**src/rtl/vct_pkg.sv**
```systemverilog
package vct_pkg;
  typedef enum logic [1:0] {
    ST_IDLE = 2'd0,
    ST_RUN  = 2'd1,
    ST_DONE = 2'd2
  } vct_state_e;
endpackage

```
**src/rtl/vct_rst_sync.sv**
```systemverilog
module vct_rst_sync (
  input  logic clk,
  input  logic arst_n,
  output logic rst_n
);
  logic meta_q;
  logic sync_q;

  always_ff @(posedge clk or negedge arst_n) begin
    if (!arst_n) begin
      meta_q <= 1'b0;
      sync_q <= 1'b0;
    end else begin
      meta_q <= 1'b1;
      sync_q <= meta_q;
    end
  end

  assign rst_n = sync_q;
endmodule

```
**src/rtl/vct_slot_timer.sv**
```systemverilog
module vct_slot_timer #(
  parameter int SLOW_RATIO = 3
) (
  input  logic clk,
  input  logic rst_n,
  input  logic run,
  input  logic fast,
  output logic tick
);
  localparam int CW = (SLOW_RATIO > 1) ? $clog2(SLOW_RATIO) : 1;
  localparam logic [CW-1:0] LAST = CW'(SLOW_RATIO - 1);

  logic [CW-1:0] cnt_q;
  logic [CW-1:0] cnt_d;
  logic          cnt_en;

  assign tick = run && (fast || (cnt_q == LAST));

  always_comb begin
    cnt_en = run || (cnt_q != '0);
    if (!run || tick) cnt_d = '0;
    else              cnt_d = cnt_q + 1'b1;
  end

  always_ff @(posedge clk or negedge rst_n) begin
    if (!rst_n)      cnt_q <= '0;
    else if (cnt_en) cnt_q <= cnt_d;
  end

  // a slow slot never finishes in the cycle right after a boundary unless the ratio is 1
  AST_SLOW_NOT_EARLY: assert property (@(posedge clk) disable iff (!rst_n)
    (SLOW_RATIO > 1) && run && tick |=> !(run && !fast && tick));
endmodule

```
**src/rtl/vct_pass_ctrl.sv**
```systemverilog
module vct_pass_ctrl
  import vct_pkg::*;
#(
  parameter int NUM_VEC = 4,
  parameter int IW      = (NUM_VEC > 1) ? $clog2(NUM_VEC) : 1
) (
  input  logic          clk,
  input  logic          rst_n,
  input  logic          start,
  input  logic          tick,
  output logic          busy,
  output logic          done,
  output logic          load,
  output logic          rated_sel,
  output logic [IW-1:0] pass_idx,
  output logic [IW-1:0] vec_idx,
  output logic [IW-1:0] next_addr
);
  localparam logic [IW-1:0] LAST = IW'(NUM_VEC - 1);

  vct_state_e    st_q, st_d;
  logic [IW-1:0] pass_q, pass_d;
  logic [IW-1:0] slot_q, slot_d;
  logic          ctr_en;
  logic          slot_end, run_end;

  assign slot_end = (slot_q == LAST);
  assign run_end  = slot_end && (pass_q == LAST);

  always_comb begin
    st_d   = st_q;
    pass_d = pass_q;
    slot_d = slot_q;
    load   = 1'b0;
    ctr_en = 1'b0;
    unique case (st_q)
      ST_RUN: begin
        if (tick) begin
          ctr_en = 1'b1;
          if (run_end) begin
            st_d = ST_DONE;
          end else if (slot_end) begin
            pass_d = pass_q + 1'b1;
            slot_d = '0;
            load   = 1'b1;
          end else begin
            slot_d = slot_q + 1'b1;
            load   = 1'b1;
          end
        end
      end
      default: begin
        if (start) begin
          st_d   = ST_RUN;
          pass_d = '0;
          slot_d = '0;
          load   = 1'b1;
          ctr_en = 1'b1;
        end
      end
    endcase
  end

  always_ff @(posedge clk or negedge rst_n) begin
    if (!rst_n) begin
      st_q   <= ST_IDLE;
      pass_q <= '0;
      slot_q <= '0;
    end else begin
      st_q <= st_d;
      if (ctr_en) begin
        pass_q <= pass_d;
        slot_q <= slot_d;
      end
    end
  end

  assign busy      = (st_q == ST_RUN);
  assign done      = (st_q == ST_DONE);
  assign rated_sel = busy && (slot_q == pass_q);
  assign pass_idx  = pass_q;
  assign vec_idx   = slot_q;
  assign next_addr = (busy && !slot_end) ? slot_q + 1'b1 : '0;

  AST_FAST_ALONE: assert property (@(posedge clk) disable iff (!rst_n)
    rated_sel |=> !rated_sel);
  AST_PASS_STEP: assert property (@(posedge clk) disable iff (!rst_n)
    busy && tick && (vec_idx == LAST) && (pass_idx != LAST)
      |=> busy && (pass_idx == $past(pass_idx) + 1'b1) && (vec_idx == '0));
  AST_START_IGNORED: assert property (@(posedge clk) disable iff (!rst_n)
    busy && !tick |=> busy && $stable(pass_idx) && $stable(vec_idx));
endmodule

```
**src/rtl/vct_vec_drive.sv**
```systemverilog
module vct_vec_drive #(
  parameter int VEC_W = 8
) (
  input  logic             clk,
  input  logic             rst_n,
  input  logic             load,
  input  logic [VEC_W-1:0] din,
  output logic [VEC_W-1:0] pi_vec
);
  logic [VEC_W-1:0] pi_q;

  always_ff @(posedge clk or negedge rst_n) begin
    if (!rst_n)    pi_q <= '0;
    else if (load) pi_q <= din;
  end

  assign pi_vec = pi_q;
endmodule

```
**src/rtl/vclk_test_seq.sv**
```systemverilog
module vclk_test_seq #(
  parameter int NUM_VEC    = 4,
  parameter int VEC_W      = 8,
  parameter int SLOW_RATIO = 3,
  parameter int IW         = (NUM_VEC > 1) ? $clog2(NUM_VEC) : 1
) (
  input  logic             clk,
  input  logic             arst_n,
  input  logic             start,
  output logic [IW-1:0]    mem_addr,
  input  logic [VEC_W-1:0] mem_rdata,
  output logic [VEC_W-1:0] pi_vec,
  output logic             tick,
  output logic             rated_sel,
  output logic [IW-1:0]    pass_idx,
  output logic [IW-1:0]    vec_idx,
  output logic             busy,
  output logic             done
);
  logic rst_n;
  logic load;

  vct_rst_sync u_rst (
    .clk    (clk),
    .arst_n (arst_n),
    .rst_n  (rst_n)
  );

  vct_pass_ctrl #(.NUM_VEC(NUM_VEC), .IW(IW)) u_ctrl (
    .clk       (clk),
    .rst_n     (rst_n),
    .start     (start),
    .tick      (tick),
    .busy      (busy),
    .done      (done),
    .load      (load),
    .rated_sel (rated_sel),
    .pass_idx  (pass_idx),
    .vec_idx   (vec_idx),
    .next_addr (mem_addr)
  );

  vct_slot_timer #(.SLOW_RATIO(SLOW_RATIO)) u_timer (
    .clk   (clk),
    .rst_n (rst_n),
    .run   (busy),
    .fast  (rated_sel),
    .tick  (tick)
  );

  vct_vec_drive #(.VEC_W(VEC_W)) u_drive (
    .clk    (clk),
    .rst_n  (rst_n),
    .load   (load),
    .din    (mem_rdata),
    .pi_vec (pi_vec)
  );

  AST_FAST_TICKS: assert property (@(posedge clk) disable iff (!rst_n)
    rated_sel |-> tick);
  AST_PI_HOLD: assert property (@(posedge clk) disable iff (!rst_n)
    busy && !tick |=> $stable(pi_vec));
  AST_DONE_AFTER_TICK: assert property (@(posedge clk) disable iff (!rst_n)
    $rose(done) |-> $past(tick));
  AST_IDLE_QUIET: assert property (@(posedge clk) disable iff (!rst_n)
    !busy |-> !tick && !rated_sel && (mem_addr == '0));
endmodule

```
**config.mk**
```make
export PLATFORM = sky130hd
export DESIGN_NAME = vclk_test_seq
export DESIGN_NICKNAME = d
export VERILOG_FILES = /design/src/rtl/vct_pkg.sv /design/src/rtl/vct_rst_sync.sv /design/src/rtl/vct_slot_timer.sv /design/src/rtl/vct_pass_ctrl.sv /design/src/rtl/vct_vec_drive.sv /design/src/rtl/vclk_test_seq.sv
export SDC_FILE = /design/constraint.sdc
export NUM_CORES = 1
export LEC_CHECK = 0
export BUFFER_PORTS_ARGS = -buffer_cell sky130_fd_sc_hd__buf_2
export CAP_MARGIN = 25
export CORE_MARGIN = 1
export CORE_UTILIZATION = 50
export CTS_BUF_LIST = sky130_fd_sc_hd__clkbuf_8
export CTS_CLUSTER_SIZE = 20
export DETAILED_ROUTE_END_ITERATION = 16
export PLACE_DENSITY = 0.79
export SYNTH_ARGS = -nofsm -noshare
export SYNTH_HDL_FRONTEND = slang
export SYNTH_HIERARCHICAL = 1
export SYNTH_SLANG_ARGS = --single-unit
export TNS_END_PERCENT = 20
```
**constraint.sdc**
```tcl
create_clock -name clk -period 1.3 [get_ports clk]
set_input_delay 0.13 -clock clk [delete_from_list [all_inputs] [get_ports clk]]
set_output_delay 0.13 -clock clk [all_outputs]
set_load 0.02 [all_outputs]
```
==> summary.txt, run 1 <==
Global route
  – Pin count of the biggest net entering global routing: 11
  – First-pass GRT wire length: 4.098 mm
  – Initial antenna violation count: 0
  – GR Overflow Total: 0
  – Vias in the first global route: 789
  – Total GRT Usage: 32.69%

Critical path
  – Worst Setup Start Kind: register
  – Setup crit end kind: register
  – Crit Path Max Fanout: 8
  – CP required: 1.44 ns
  – Worst r2r src: u_ctrl/vec_idx[0]
  – Kind of critical path: reg -> reg
  – Critical R2R Capture: u_drive/pi_vec[0]
  – Crit path cell chain: xor2_2, nor3_4, nor2_4, nor2b_4, a21boi_4, mux2i_2, inv_1, buf_12, mux2_4
  – Reg2reg setup slack: -0.77 ns
  – Arr. time, crit path: 2.21 ns
  – FF-to-FF path depth: 9
  – CP max-delay cell: dfrtp_2
  – CP peak stage delay: 0.42 ns
  – CP Launch Point: u_ctrl/vec_idx[0]

Drt
  – Post-route ant nets: 0
  – Residual DRC: 0
  – Starting DRT DRC Count: 23
  – DR WL/cell: 22.70 um
  – Routed vias/inst: 5.872
  – Routed vias: 781
  – Routed WL: 3.019 mm
  – Initial DRT Pass Iterations: 4

Clocking
  – TritonCTS clock tree: done
  – Worst-Skew Late Latency: 0.26 ns
  – Num CTS Buffers: 3
  – CTS sink cnt: 18
  – Reg clk slew, reported paths: 0.07 ns
  – CTS root buffer: clkbuf_8
  – Depth of the CTS H-tree: 1
  – Maximum buffer depth of the clock tree: 2

Final layout
  – Fin util: 89.89%
  – Antenna diode count: 0
  – Post-route cell area: 1401 um^2
  – Share of cells above drive strength 1: 70.94%
  – Nets: 133
  – Layout overhead on the synthesized area: 61.85%

Worst hold path
  – Hold Startpoint: mem_rdata[6]
  – Worst hold path cell count: 2
  – Hold Crit Endpoint: u_drive/pi_vec[6]
  – HP Class: in -> reg

Status
  – Outcome: complete, but fails checks
  – Failing checks: setup timing

Power and ir drop
  – Internal power: 3.038 mW
  – Sequential share of power: 19.1%
  – LEAKAGE: 0.7159 nW
  – Sw power: 2.125 mW
  – Clk pwr share: 8.9%
  – Peak supply drop: 0.002668 V
  – PD cells: 3684 nW/um^2
  – Combinational Power Share: 72.0%
  – Sw frac: 41.16%

Timing
  – Final hold slack: 0.09923 ns
  – Final setup vio count: 21
  – Final WS setup: -0.7697 ns
  – Setup_tns: -11.07 ns
  – Final Hold Viols: 0
  – Slew Limit Fails: 0
  – Fin Clk Skew: 0.001497 ns
  – Final min period: 2.070 ns
  – Tcrit/Tclk final: 159.2%
  – RSZ-0062 raised after global routing: yes
  – Fmax achieved: 0.4832 GHz

Floorplan
  – Initial Util: 55.54%
  – DIE AREA: 1902 um^2
  – FP Rows: 14
  – Die width: 43.62 um
  – DIE HEIGHT: 43.62 um
  – Num ports: 29
  – Area of the core: 1559 um^2

Placed design
  – Area after DPL: 1194 um^2
  – Place WS: -0.6061 ns
  – Port bufs: 28
  – Dpl hpwl: 1.614 mm
  – GP Congestion: 0.8420

Yosys
  – Cell Area, Synth: 865.8 um^2
  – Seq/Total Area, Yosys: 52.02%
  – Syn_nets: 77
  – Distinct cell type count of the synthesized netlist: 22
  – Top-area cell type share of the netlist area: 52.02%
  – Post-Syn Instances: 62
  – Synth Warn #: 6
  – Seq cells post-synth: 18
  – Ranking of synthesized cells by area: dfrtp_1, mux2_4, ha_1
  – Cell taking the most area after synthesis: dfrtp_1
  – Synthesized area per cell: 13.97 um^2

Flow run
  – MaxCap Viol Count: 0
[cells in the final DEF, fill, tap and decap left out, types with 2 or more instances in the layout]
cell,instances
a22o_1,3
a32o_1,3
buf_2,23
buf_4,20
buf_6,6
clkbuf_8,4
dfrtp_1,16
dfrtp_2,2
ha_1,3
inv_1,4
mux2_4,8
mux2i_2,2
nor2_1,2
nor2b_4,2
nor3_4,2
xor2_2,2
[cell usage after synthesis]
cell / number
nor2_1: 3
a21boi_4: 1
and3b_1: 1
mux2_4: 8
nand3_1: 1
nor2b_1: 2
o22a_2: 1
inv_1: 4
a22o_1: 3
conb_1: 1
dfrtp_1: 18
nor3_1: 2
o22ai_1: 1
mux2i_1: 2
ha_1: 4
a32o_1: 3
buf_6: 1
nor2b_2: 1
xor2_1: 2
nand2b_4: 1
inv_6: 1
nor3b_1: 1
[per-layer routing]
| metal | global-route usage (%) | wire [um] |
|---|---|---|
| met5 | 0 | 0 |
| met4 | 21.88 | 166 |
| met3 | 4.167 | 222 |
| met2 | 56.42 | 1606 |
| met1 | 37.57 | 1023 |
[worst max-delay path, delay by kind of cell (launching register included)]
family / cells / cell delay [ns]
and+or+nand+nor: 3 / 0.43
muxes: 2 / 0.43
DFF: 1 / 0.42
buffers and inverters: 2 / 0.25
AOI/OAI and AO/OA: 1 / 0.22
xor gates and xnor gates: 1 / 0.19
[state kept, by name, indices dropped and copies added, names as in the netlist]
name             cells
u_drive/pi_vec       8
u_ctrl/pass_idx      2
u_ctrl/st_q          2
u_ctrl/vec_idx       2
u_timer/cnt_q        2
u_rst/meta_q         1
u_rst/rst_n          1
[worst max path at each step]
stage          slack (ns)  depth (start not counted)                end
2_1_floorplan       -0.93                          9  u_drive/pi_vec[0]
3_3_place_gp        -0.56                          9  u_drive/pi_vec[2]
5_1_grt             -0.81                          9  u_drive/pi_vec[2]
6_report            -0.77                          9  u_drive/pi_vec[0]
4_1_cts             -0.61                          9  u_drive/pi_vec[0]
3_5_place_dp        -0.61                          9  u_drive/pi_vec[7]
[repair_timing]
item / CTS / global route
endpoints found under the setup margin: 21 / 21
hold endpoints to repair: 2 / 0
setup buffers: 2 / 2
hold buffers: 1 / 0
pin swaps: 2 / 4
resized for setup: 18 / 9
[final cells by class]
class	instances	area, um^2
multi-input combinational	38	471.7
sequential	18	452.9
timing repair buffer	52	377.9
fill	67	157.7
clock buffer	4	55.05
inverter	5	23.77
tap	16	20.02
[logic make-up (layout without fill, tap and decap cells)]
kind of cell | count (synthesis) | in the layout | synth area share [%]
compound gates | 9 | 9 | 10.55
other cells | 1 | 1 | 0.4331
mux | 10 | 10 | 16.19
simple gates | 12 | 12 | 8.959
buf+inv | 6 | 61 | 4.046
xor+xnor | 2 | 2 | 2.023
flops | 18 | 18 | 52.02
fa+ha+maj | 4 | 4 | 5.781
[through the flow]
step	std cells	power, mW
floorplan	62	2.765
global placement	124	3.703
detailed placement	124	3.818
CTS	131	4.630
global route	133	5.304
finish	133	5.163
[power by group through the flow]
stage	sequential, mW	clock (mW)	combinational, mW
3_5_place_dp	0.956	0	2.86
4_1_cts	0.971	0.461	3.20
5_1_grt	1.00	0.471	3.83
3_3_place_gp	0.946	0	2.76
6_report	0.984	0.460	3.72
2_1_floorplan	1.21	0	1.56
No activity file was read; power rests on OpenSTA's default activity.
==> run 2: changes to the inputs <==
Settings changed: CORE_ASPECT_RATIO from default to 1.25, CORE_UTILIZATION 50 to 48, CTS_BUF_LIST sky130_fd_sc_hd__clkbuf_8 to default, PLACE_DENSITY 0.79 to 0.77.
==> summary.txt, run 2 (same netlist as run 1, synthesis figures left out) <==
Status
  – Outcome: complete, but fails checks
  – Failing checks: setup timing

Global route
  – GR Overflow Total: 0
  – Total GRT Usage: 23.60%
  – First-pass GRT wire length: 3.146 mm
  – Vias in the first global route: 729
  – Initial antenna violation count: 0
  – Pin count of the biggest net entering global routing: 11

Final layout
  – Antenna diode count: 0
  – Most frequent cells in the layout: buf_2, buf_4, dfrtp_1, mux2_4, buf_6
  – Nets: 130
  – Commonest non-fill, non-tap cell in the layout: buf_2
  – Max reg flops: 8
  – Fin util: 81.94%
  – Share of cells above drive strength 1: 67.54%
  – Layout overhead on the synthesized area: 53.47%

Drt
  – Initial DRT Pass Iterations: 4
  – Routed vias: 684
  – DR WL/cell: 15.02 um
  – Starting DRT DRC Count: 8
  – Routed WL: 1.983 mm
  – Post-route ant nets: 0
  – Routed vias/inst: 5.182
  – Residual DRC: 0

Critical path
  – Worst r2r src: u_ctrl/pass_idx[0]
  – Family with the most delay on the worst path: flip-flops
  – CP peak stage delay: 0.44 ns
  – Levels on crit path: 9
  – CP max-delay cell: dfrtp_2
  – Crit path cell chain: xor2_2, nor3_4, nor2_2, nor2b_4, a21boi_4, mux2i_1, inv_1, buf_12, mux2_4
  – Setup crit end kind: register
  – Critical R2R Capture: u_drive/pi_vec[4]
  – Worst Setup Start Kind: register
  – Crit Path Max Fanout: 8
  – CP required: 1.48 ns
  – Buf/Inv on CP: 2
  – Reg2reg setup slack: -0.63 ns
  – Critical Path Sink: u_drive/pi_vec[4]
  – Kind of critical path: reg -> reg
  – Arr. time, crit path: 2.11 ns
  – CP Launch Point: u_ctrl/pass_idx[0]
  – FF-to-FF path depth: 9

Timing
  – Final min period: 1.929 ns
  – RSZ-0062 raised after global routing: yes
  – Fmax achieved: 0.5184 GHz
  – Final Hold Viols: 0
  – Final WS setup: -0.6291 ns
  – Tcrit/Tclk final: 148.4%
  – Fin Clk Skew: 0.001881 ns
  – Slew Limit Fails: 0
  – Final setup vio count: 21

Floorplan
  – Die width: 39.99 um
  – Area of the core: 1622 um^2
  – Num ports: 29
  – FP Rows: 16
  – DIE HEIGHT: 49.49 um
  – Initial Util: 53.40%
  – DIE AREA: 1979 um^2

Power and ir drop
  – Total chip power: 4.377 mW
  – LEAKAGE: 0.6827 nW
  – Peak supply drop: 0.002052 V
  – PD cells: 3294 nW/um^2

Worst hold path
  – Hold Startpoint: mem_rdata[3]
  – HP Class: in -> reg

Placed design
  – Port bufs: 28
  – GP Congestion: 0.8243
  – Dpl hpwl: 1.461 mm

Clocking
  – Depth of the CTS H-tree: 1
  – Reg clk slew, reported paths: 0.10 ns
  – Maximum buffer depth of the clock tree: 2
  – CTS root buffer: clkbuf_4
  – Num CTS Buffers: 3
  – CTS sink cnt: 18
  – TritonCTS clock tree: done
  – Worst-Skew Late Latency: 0.29 ns

Flow run
  – MaxCap Viol Count: 0
[run 2: area by class of cell]
class | count | area [um^2]
timing repair buffer | 49 | 349.1
sequential | 18 | 452.9
clock buffer | 4 | 26.28
fill | 97 | 292.8
tap | 18 | 22.52
inverter | 5 | 23.77
multi-input combinational | 38 | 454.2
[run 2: worst min-delay path by stage]
stage                              to  cells past startpoint
floorplan                u_rst/meta_q                      0
global placement         u_rst/meta_q                      1
detailed placement        u_rst/rst_n                      1
CTS                 u_drive/pi_vec[1]                      2
global route        u_drive/pi_vec[2]                      2
finish              u_drive/pi_vec[3]                      2
[run 2: power breakdown]
group	switching (mW)	internal, mW
logic	1.40	1.73
clock network	0.164	0.119
registers	0.151	0.808
[run 2: metrics by stage]
stage | cell area [um^2] | cells | hold WS [ns] | setup slack (ns) | TNS [ns]
floorplan | 889.6 | 62 | -0.1656 | -0.9338 | -11.32
global placement | 1196 | 126 | -0.08600 | -0.5709 | -6.738
detailed placement | 1196 | 126 | -0.08287 | -0.6186 | -7.441
CTS | 1300 | 132 | 0.06645 | -0.6292 | -8.985
global route | 1329 | 132 | 0.05946 | -0.7404 | -10.74
finish | 1329 | 132 | 0.06900 | -0.6291 | -8.660
[run 2: what timing repair did]
| item | CTS | global route |
|---|---|---|
| hold endpoints to repair | 2 | 0 |
| setup buffers | 1 | 0 |
| gates cloned | 0 | 0 |
| hold buffers | 1 | 0 |
| endpoints found under the setup margin | 21 | 21 |
| pin swaps | 4 | 1 |
| resized for setup | 15 | 6 |
[run 2: metal layers]
layer	GRT usage (%)	vias to the layer above	routed length, um
met5	0	-	0
met2	40.86	13	1154
met4	10.34	0	25
met1	28.13	344	765
met3	1.351	2	38
li1	-	325	-
